--- config.mk ---
export PLATFORM = sky130hd
export DESIGN_NAME = pwr_mode_ctrl
export DESIGN_NICKNAME = d
export VERILOG_FILES = /design/src/rtl/pwr_mode_pkg.sv /design/src/rtl/pwr_rst_filter.sv /design/src/rtl/pwr_startup_timer.sv /design/src/rtl/pwr_ctrl_regs.sv /design/src/rtl/pwr_mode_ctrl.sv
export SDC_FILE = /design/constraint.sdc
export NUM_CORES = 1
export LEC_CHECK = 0
export BUFFER_PORTS_ARGS = -buffer_cell sky130_fd_sc_hd__buf_2
export CORE_MARGIN = 2
export CORE_UTILIZATION = 33
export CTS_CLUSTER_DIAMETER = 120
export DETAILED_ROUTE_END_ITERATION = 10
export HOLD_SLACK_MARGIN = 0.15
export SLEW_MARGIN = 20
export SYNTH_ARGS = -nofsm -noshare
export SYNTH_HDL_FRONTEND = slang
export SYNTH_SLANG_ARGS = --single-unit
--- constraint.sdc ---
create_clock -name clk -period 2.9 [get_ports clk]
set_clock_uncertainty 0.15 [all_clocks]
set_input_delay 0.29 -clock clk [delete_from_list [all_inputs] [get_ports clk]]
set_output_delay 0.29 -clock clk [all_outputs]
set_load 0.01 [all_outputs]
--- src/rtl/pwr_mode_pkg.sv ---
package pwr_mode_pkg;

  typedef enum logic [1:0] {
    MD_ACTIVE  = 2'd0,
    MD_STANDBY = 2'd1,
    MD_SLEEP   = 2'd2,
    MD_WAKE    = 2'd3
  } pwr_mode_e;

  localparam int MASK_BIT  = 0;
  localparam int SLEEP_BIT = 1;

  // width of a counter that must reach lim-1
  function automatic int cnt_width(input int lim);
    return (lim > 2) ? $clog2(lim) : 1;
  endfunction

  // next mode from current mode and qualified events, priority encoded
  function automatic pwr_mode_e next_mode(
    input pwr_mode_e cur,
    input logic      pin_rst,
    input logic      sleep_go,
    input logic      halt,
    input logic      irq_any,
    input logic      pin_wake,
    input logic      osc_done
  );
    pwr_mode_e n;
    n = cur;
    unique case (cur)
      MD_ACTIVE: begin
        if (pin_rst)       n = MD_ACTIVE;
        else if (sleep_go) n = MD_SLEEP;
        else if (halt)     n = MD_STANDBY;
      end
      MD_STANDBY: if (pin_rst || irq_any) n = MD_ACTIVE;
      MD_SLEEP:   if (pin_wake)           n = MD_WAKE;
      MD_WAKE:    if (osc_done)           n = MD_ACTIVE;
      default:    n = MD_ACTIVE;
    endcase
    return n;
  endfunction

endpackage

--- src/rtl/pwr_rst_filter.sv ---
module pwr_rst_filter #(
  parameter int MIN_CYC = 4
) (
  input  logic clk,
  input  logic por_n,
  input  logic arm,
  input  logic level,
  output logic qualified
);
  localparam int CW = pwr_mode_pkg::cnt_width(MIN_CYC);
  localparam logic [CW-1:0] LAST = CW'(MIN_CYC - 1);

  logic [CW-1:0] cnt_q;

  always_ff @(posedge clk or negedge por_n) begin
    if (!por_n)                cnt_q <= '0;
    else if (!arm || !level)   cnt_q <= '0;
    else if (cnt_q != LAST)    cnt_q <= cnt_q + 1'b1;
  end

  assign qualified = arm && level && (cnt_q == LAST);
endmodule

--- src/rtl/pwr_startup_timer.sv ---
module pwr_startup_timer #(
  parameter int MIN_CYC = 6
) (
  input  logic clk,
  input  logic por_n,
  input  logic arm,
  input  logic osc_ready,
  output logic done
);
  localparam int CW = pwr_mode_pkg::cnt_width(MIN_CYC);
  localparam logic [CW-1:0] LAST = CW'(MIN_CYC - 1);

  logic [CW-1:0] cnt_q;

  always_ff @(posedge clk or negedge por_n) begin
    if (!por_n)             cnt_q <= '0;
    else if (!arm)          cnt_q <= '0;
    else if (cnt_q != LAST) cnt_q <= cnt_q + 1'b1;
  end

  assign done = arm && osc_ready && (cnt_q == LAST);
endmodule

--- src/rtl/pwr_ctrl_regs.sv ---
module pwr_ctrl_regs (
  input  logic       clk,
  input  logic       por_n,
  input  logic       wr_en,
  input  logic [1:0] wdata,
  input  logic       wake_start,
  output logic       sleep_accept,
  output logic [1:0] rdata
);
  import pwr_mode_pkg::*;

  logic mask_q, sleep_q;

  assign sleep_accept = wr_en && wdata[SLEEP_BIT] && mask_q;

  always_ff @(posedge clk or negedge por_n) begin
    if (!por_n) begin
      mask_q  <= 1'b0;
      sleep_q <= 1'b0;
    end else begin
      if (sleep_accept)    sleep_q <= 1'b1;
      else if (wake_start) sleep_q <= 1'b0;
      if (wr_en && !sleep_accept) mask_q <= wdata[MASK_BIT];
    end
  end

  always_comb begin
    rdata            = '0;
    rdata[MASK_BIT]  = mask_q;
    rdata[SLEEP_BIT] = sleep_q;
  end
endmodule

--- src/rtl/pwr_mode_ctrl.sv ---
module pwr_mode_ctrl #(
  parameter int IRQ_W       = 8,
  parameter int RST_MIN_CYC = 4,
  parameter int STARTUP_CYC = 6
) (
  input  logic             clk,
  input  logic             por_n,
  input  logic             halt_i,
  input  logic             reg_wr_i,
  input  logic [1:0]       reg_wdata_i,
  input  logic             ext_rst_i,
  input  logic [IRQ_W-1:0] irq_i,
  input  logic             osc_ready_i,
  output logic             cpu_clk_en_o,
  output logic             per_clk_en_o,
  output logic             osc_en_o,
  output logic             core_rst_o,
  output logic             strobe_o,
  output logic [1:0]       reg_rdata_o,
  output logic [1:0]       mode_o
);
  import pwr_mode_pkg::*;

  pwr_mode_e mode_q, mode_d;
  logic      pulse_q, pulse_d;

  // named internal events
  logic in_active, in_standby, in_sleep, in_wake;
  logic pin_rst;
  logic wr_en;
  logic sleep_accept;
  logic pin_wake;
  logic osc_done;
  logic wake_start;

  assign in_active  = (mode_q == MD_ACTIVE);
  assign in_standby = (mode_q == MD_STANDBY);
  assign in_sleep   = (mode_q == MD_SLEEP);
  assign in_wake    = (mode_q == MD_WAKE);

  assign pin_rst    = ext_rst_i && (in_active || in_standby);
  assign wr_en      = reg_wr_i && in_active && !ext_rst_i;
  assign wake_start = pin_wake;

  pwr_ctrl_regs u_regs (
    .clk          (clk),
    .por_n        (por_n),
    .wr_en        (wr_en),
    .wdata        (reg_wdata_i),
    .wake_start   (wake_start),
    .sleep_accept (sleep_accept),
    .rdata        (reg_rdata_o)
  );

  pwr_rst_filter #(.MIN_CYC(RST_MIN_CYC)) u_filt (
    .clk       (clk),
    .por_n     (por_n),
    .arm       (in_sleep),
    .level     (ext_rst_i),
    .qualified (pin_wake)
  );

  pwr_startup_timer #(.MIN_CYC(STARTUP_CYC)) u_start (
    .clk       (clk),
    .por_n     (por_n),
    .arm       (in_wake),
    .osc_ready (osc_ready_i),
    .done      (osc_done)
  );

  always_comb begin
    mode_d  = next_mode(mode_q, pin_rst, sleep_accept, halt_i, |irq_i,
                        pin_wake, osc_done);
    pulse_d = pin_rst;
  end

  always_ff @(posedge clk or negedge por_n) begin
    if (!por_n) begin
      mode_q  <= MD_ACTIVE;
      pulse_q <= 1'b0;
    end else begin
      mode_q  <= mode_d;
      pulse_q <= pulse_d;
    end
  end

  assign cpu_clk_en_o = in_active && !pulse_q;
  assign per_clk_en_o = in_active || in_standby;
  assign osc_en_o     = !in_sleep;
  assign core_rst_o   = pulse_q || in_sleep || in_wake;
  assign strobe_o     = pulse_q || in_wake;
  assign mode_o       = mode_q;
endmodule

==> reports/metrics.yaml, run 1 <==
outcome:
  status: "finished, final reports clean"
yosys:
  yosysUniqueCellTypes: 23
  synthAdderAreaFrac_pct: 6.82
  synthSimpleGateAreaFrac_pct: 28.6
  syn_inst: 57
  ys_seq_area_share_pct: 45.5
  avgSynthCellArea_um2: 9.66
  synth-seq-cells: 10
  synth_xor_area_share_pct: 3.18
  yosysWarnings: 0
  synth_top_family_by_area: "simple AND/OR/NAND/NOR gates"
  synth_compound_area_share_pct: 6.59
  synthMuxAreaShare_pct: 1.82
  synth_fp_nets: 76
  syn-cell-area_um2: 551
detailed_routing:
  drt_wl_total_um: 1170
  via_count: 495
  drtPass1Iterations: 3
  final_antenna_net_count: 0
  vias_per_cell: 4.95
  drc: 0
  wire_per_inst_um: 11.7
  drt_iter0_drc: 4
setup_path:
  critical-path-top-delay-family: "flip-flops"
  critPathMaxStageDelay_ns: 0.49
  cp_cell_sequence: "or2_2 > nor2_1 > buf_2"
  cp-start-kind: "register"
  arrival_ns: 1.32
  end_kind: "output pin"
  critPathKind: "register to output pin"
  slowest_stage: "dfrtp_1"
  critPathRequiredTime_ns: 2.46
  path_buf_inv: 1
  critPathMaxFanout: 10
die:
  initial_core_util_pct: 35.7
  rows: 14
  num_io_pins: 25
  dieArea_um2: 2010
  die_y_um: 44.8
  fp.dieW_um: 44.8
  core-area_um2: 1540
global_routing:
  grt_pass1_wl_um: 1870
  grt_max_degree: 11
  grt_overflow: 0
  grt_pass1_vias: 429
  grtUsageTotal_pct: 13.4
  grt_use_met1_pct: 16.2
  grt.busiest_layer: "met2"
  use_met2_pct: 20.9
  antenna_found_initial: 0
  met3_usage_pct: 7.20
clock_tree:
  cts_resized: 0
  numCtsBuffers: 3
  cts_root_buf: "clkbuf_4"
  clock_path_buffers: 2
  h-tree-depth: 1
  path_clk_slew_ns: 0.07
  tritoncts: "built"
  insertion_delay_ns: 0.26
  clock_sinks: 10
placed_design:
  portBuffers: 24
  dp.final_hpwl_um: 912
  placed_cell_area_um2: 664
  finalWeightedCongestion: 0.791
power_and_ir_drop:
  vdd.ir_drop.worst_uv: 430
  p_leak_nw: 0.379
  p_per_area_nw_per_um2: 660
  clkPwrFrac_pct: 20.2
  p_int_w: 0.000298
  comb_power_share_pct: 34.7
  p_seq_share_pct: 45.1
  switchingPower_w: 0.000175
  switching_share_pct: 37.0
layout:
  drive_gt1_share_pct: 34.5
  final_cell_area_um2: 717
  antenna_cells: 0
  nFillCells: 160
  final_nets: 105
  final_common_cell: "buf_2"
  layout_common_cells: "buf_2, dfrtp_1, nor2_1"
  areaGrowthSynthToFinish_pct: 30.2
min_path:
  hold_path.class: "primary input to register"
timing:
  timing.final.crit_period_ns: 1.76
  hold_violations: 0
  tightestPinTransition_ns: 0.308
  setup_viol: 0
  slew_violations: 0
  finalSetupTns_ns: 0
  fmax_mhz: 568
  period_share_pct: 60.7
  rsz0062_at_grt: "false"
  hold_slack_ns: 0.176
  relSlewSlack_pct: 79.5
flow_run:
  maxCapViolCount: 0
-- repair_timing --
action | in CTS | in global routing
buffers inserted | 0 | 0
hold buffers | 3 | 0
hold endpoints to repair | 12 | 0
-- cells by family after synthesis --
logic type      Yosys count
xor+xnor                  2
fa+ha+maj                 3
compound gates            5
simple gates             29
flops                    10
buf+inv                   7
mux                       1
-- power groups by stage --
stage               Clock [W]  Sequential, W  Combinational [W]
finish              0.0000957       0.000213           0.000164
global route         0.000104       0.000220           0.000188
global placement            0       0.000215           0.000158
floorplan                   0       0.000212           0.000109
CTS                 0.0000995       0.000213           0.000168
detailed placement          0       0.000216           0.000163
-- layout make-up --
cell class	count	area, um^2	share of cell area (%)
Multi-Input combinational cell	40	259	36.1
Tap cell	16	20.0	2.79
Inverter	4	15.0	2.09
Sequential cell	10	250	34.9
Timing Repair Buffer	27	150	20.9
Clock buffer	3	22.5	3.14
-- tightest hold or removal path, cell delays in order --
cell and delay, ns:
buf_2 0.11, nand3_1 0.09, o21ai_1 0.07
-- cells in the mapped netlist --
library cell	count	area [um^2]
nor2_1	8	30.0
o21ai_1	1	5.00
nor3_1	1	5.00
a32oi_1	1	8.76
a22o_1	1	8.76
nand2b_1	2	12.5
xnor2_1	1	8.76
inv_1	4	15.0
and3_1	1	6.26
dfrtp_1	10	250
xor2_1	1	8.76
nand3_1	6	30.0
nand2_1	5	18.8
mux2i_1	1	10.0
nor4_1	2	12.5
nor4b_4	1	23.8
buf_4	2	15.0
nor2b_1	2	12.5
a31oi_1	1	6.26
or2_2	1	6.26
ha_1	3	37.5
buf_6	1	11.3
a211oi_1	1	7.51
-- final timing paths --
| check | startpoint | slack [ns] | endpoint | cells after the start |
|---|---|---|---|---|
| max | mode_o[1] | 1.14 | cpu_clk_en_o | 3 |
| max reg2reg | mode_o[0] | 1.54 | u_regs.mask_q | 3 |
| min | reg_wdata_i[1] | 0.18 | u_regs.sleep_q | 3 |
| max in group asynchronous | por_n | 2.14 | u_start.cnt_q[1] | 2 |
| min in group asynchronous | por_n | 0.26 | pulse_q | 2 |
| min reg2reg | u_regs.sleep_q | 0.37 | u_regs.sleep_q | 2 |
-- registers in the layout, indices dropped and copies added, names as in the netlist --
name            count
u_start.cnt_q       3
mode_o              2
u_filt.cnt_q        2
pulse_q             1
u_regs.mask_q       1
u_regs.sleep_q      1
-- metal layers --
| layer | up-vias | part of all wire, % | routed length, um |
|---|---|---|---|
| li1 | 247 | - | - |
| met1 | 231 | 43 | 500 |
| met2 | 15 | 48 | 565 |
| met3 | 2 | 7.9 | 92 |
| met4 | 0 | 0.94 | 11 |
| met5 | - | 0 | 0 |
-- per-stage QoR --
stage	utilization [%]	worst slack, ns	total power [W]	std cells
floorplan	-	1.40	0.000321	57
global placement	43.1	1.45	0.000373	94
detailed placement	43.1	1.43	0.000379	94
CTS	46.5	1.14	0.000480	100
global route	46.5	1.08	0.000512	100
finish	46.5	1.14	0.000473	100
Note: power is estimated with default switching activity, not from simulation.
==> run 2, diff against run 1 <==
==> constraint.sdc (replaced) <==
create_clock -name clk -period 1.8 [get_ports clk]
set_clock_uncertainty 0.15 [all_clocks]
set_input_delay 0.18 -clock clk [delete_from_list [all_inputs] [get_ports clk]]
set_output_delay 0.18 -clock clk [all_outputs]
set_load 0.01 [all_outputs]
==> reports/metrics.yaml, run 2 (synthesized netlist as in run 1, its figures left out) <==
layout:
  top_register: "u_start.cnt_q"
  final_common_cell: "buf_2"
  antenna_cells: 0
  final_nets: 117
  nFillCells: 140
  layoutNonFillerInstCount: 112
  drive_gt1_share_pct: 31.3
  largest_register_ffs: 3
  areaGrowthSynthToFinish_pct: 53.4
  layout_common_cells: "buf_2, dlygate4sd3_1, dfrtp_1"
setup_path:
  rr_worst_depth: 4
  arrival_ns: 1.75
  r2r-start: "mode_o[1]"
  endpoint: "mode_o[0]"
  critPathMaxFanout: 6
  cp-start-kind: "primary input"
  rrSetupSlack_ns: 0.13
  cp-startpoint: "ext_rst_i"
  critPathKind: "primary input to register"
  rr_endpoint: "mode_o[0]"
  end_kind: "register"
  critPathRequiredTime_ns: 1.83
power_and_ir_drop:
  vdd.ir_drop.worst_uv: 648
  p_leak_nw: 0.426
  p_per_area_nw_per_um2: 928
global_routing:
  grtUsageTotal_pct: 16.0
  grt_pass1_wl_um: 2240
  grt_pass1_vias: 565
  antenna_found_initial: 0
  grt_max_degree: 11
  grt_overflow: 0
detailed_routing:
  vias_per_cell: 4.73
  drt_iter0_drc: 5
  drc: 0
  drtPass1Iterations: 4
  final_antenna_net_count: 0
  via_count: 530
  wire_per_inst_um: 12.4
  drt_wl_total_um: 1390
clock_tree:
  postCtsSetupBuffers: 0
  numCtsBuffers: 3
  insertion_delay_ns: 0.26
  clock_sinks: 10
  tritoncts: "built"
  h-tree-depth: 1
  clock_path_buffers: 2
  cts_root_buf: "clkbuf_4"
  path_clk_slew_ns: 0.07
timing:
  slew_violations: 0
  setup_viol: 0
  hold_slack_ns: 0.148
  finalSetupTns_ns: 0
  fmax_mhz: 583
  hold_violations: 0
  relSlewSlack_pct: 74.8
  rsz0062_at_grt: "false"
  tightestPinTransition_ns: 0.378
  timing.final.crit_period_ns: 1.71
  period_share_pct: 95.3
die:
  die_y_um: 44.8
  rows: 14
  dieArea_um2: 2010
  core-area_um2: 1540
  num_io_pins: 25
  fp.dieW_um: 44.8
  initial_core_util_pct: 35.7
placed_design:
  portBuffers: 24
  placed_cells: 94
  finalWeightedCongestion: 0.745
  dp.final_hpwl_um: 894
flow_run:
  maxCapViolCount: 0
min_path:
  hold_path.class: "primary input to async pin"
outcome:
  status: "finished, final reports clean"
run 2: cell count changes in the layout (fill, tap and decap cells not counted), sizes merged:
cell         before  now
dlygate4sd3       3   15
run 2: power by group:
group	internal, W	total (W)	switching [W]
logic	0.000139	0.000289	0.000150
registers	0.000282	0.000344	0.0000624
clock network	0.0000771	0.000151	0.0000741
run 2: how the worst min path moves through the flow:
| stage | start | end | slack (ns) | cells past startpoint |
|---|---|---|---|---|
| floorplan | por_n | mode_o[0] | -0.27 | 0 |
| global placement | por_n | pulse_q | -0.09 | 1 |
| detailed placement | por_n | pulse_q | -0.09 | 1 |
| CTS | por_n | pulse_q | 0.15 | 2 |
| global route | por_n | pulse_q | 0.17 | 2 |
| finish | por_n | pulse_q | 0.15 | 2 |
run 2: per-layer routing:
metal  global-route usage [%]  vias to the layer above  wire (um)
met5                        0                        -          0
met4                     8.82                        0         46
met3                     6.00                        6         85
met2                     25.8                       19        666
met1                     18.3                      235        593
li1                         -                      270          -
run 2: final cells by class:
cell class                      instances  area (um^2)  share of cell area, %
Tap cell                               16         20.0                   2.37
Inverter                                4         15.0                   1.78
Sequential cell                        10          250                   29.6
Timing Repair Buffer                   39          270                   32.0
Multi-Input combinational cell         40          267                   31.6
Clock buffer                            3         22.5                   2.67
run 2: worst max-delay path: stages:
cell	delay [ns]
dlygate4sd3_1	0.53
buf_2	0.17
nor2_4	0.09
nand3_1	0.07
dlygate4sd3_1	0.55
a32oi_1	0.15
run 2: timing repair:
item	CTS	global route
endpoints found under the setup margin	0	1
hold endpoints to repair	17	0
hold buffers	15	0
gates resized for setup	0	2
run 2: metrics by stage:
stage / power [W] / cell area, um^2 / setup WS [ns] / util, %
2_1_floorplan: 0.000516 / 551 / 0.414 / -
3_3_place_gp: 0.000603 / 664 / 0.458 / 43.1
3_5_place_dp: 0.000612 / 664 / 0.449 / 43.1
4_1_cts: 0.000786 / 837 / 0.0252 / 54.3
5_1_grt: 0.000846 / 845 / 0.00904 / 54.8
6_report: 0.000784 / 845 / 0.0851 / 54.8
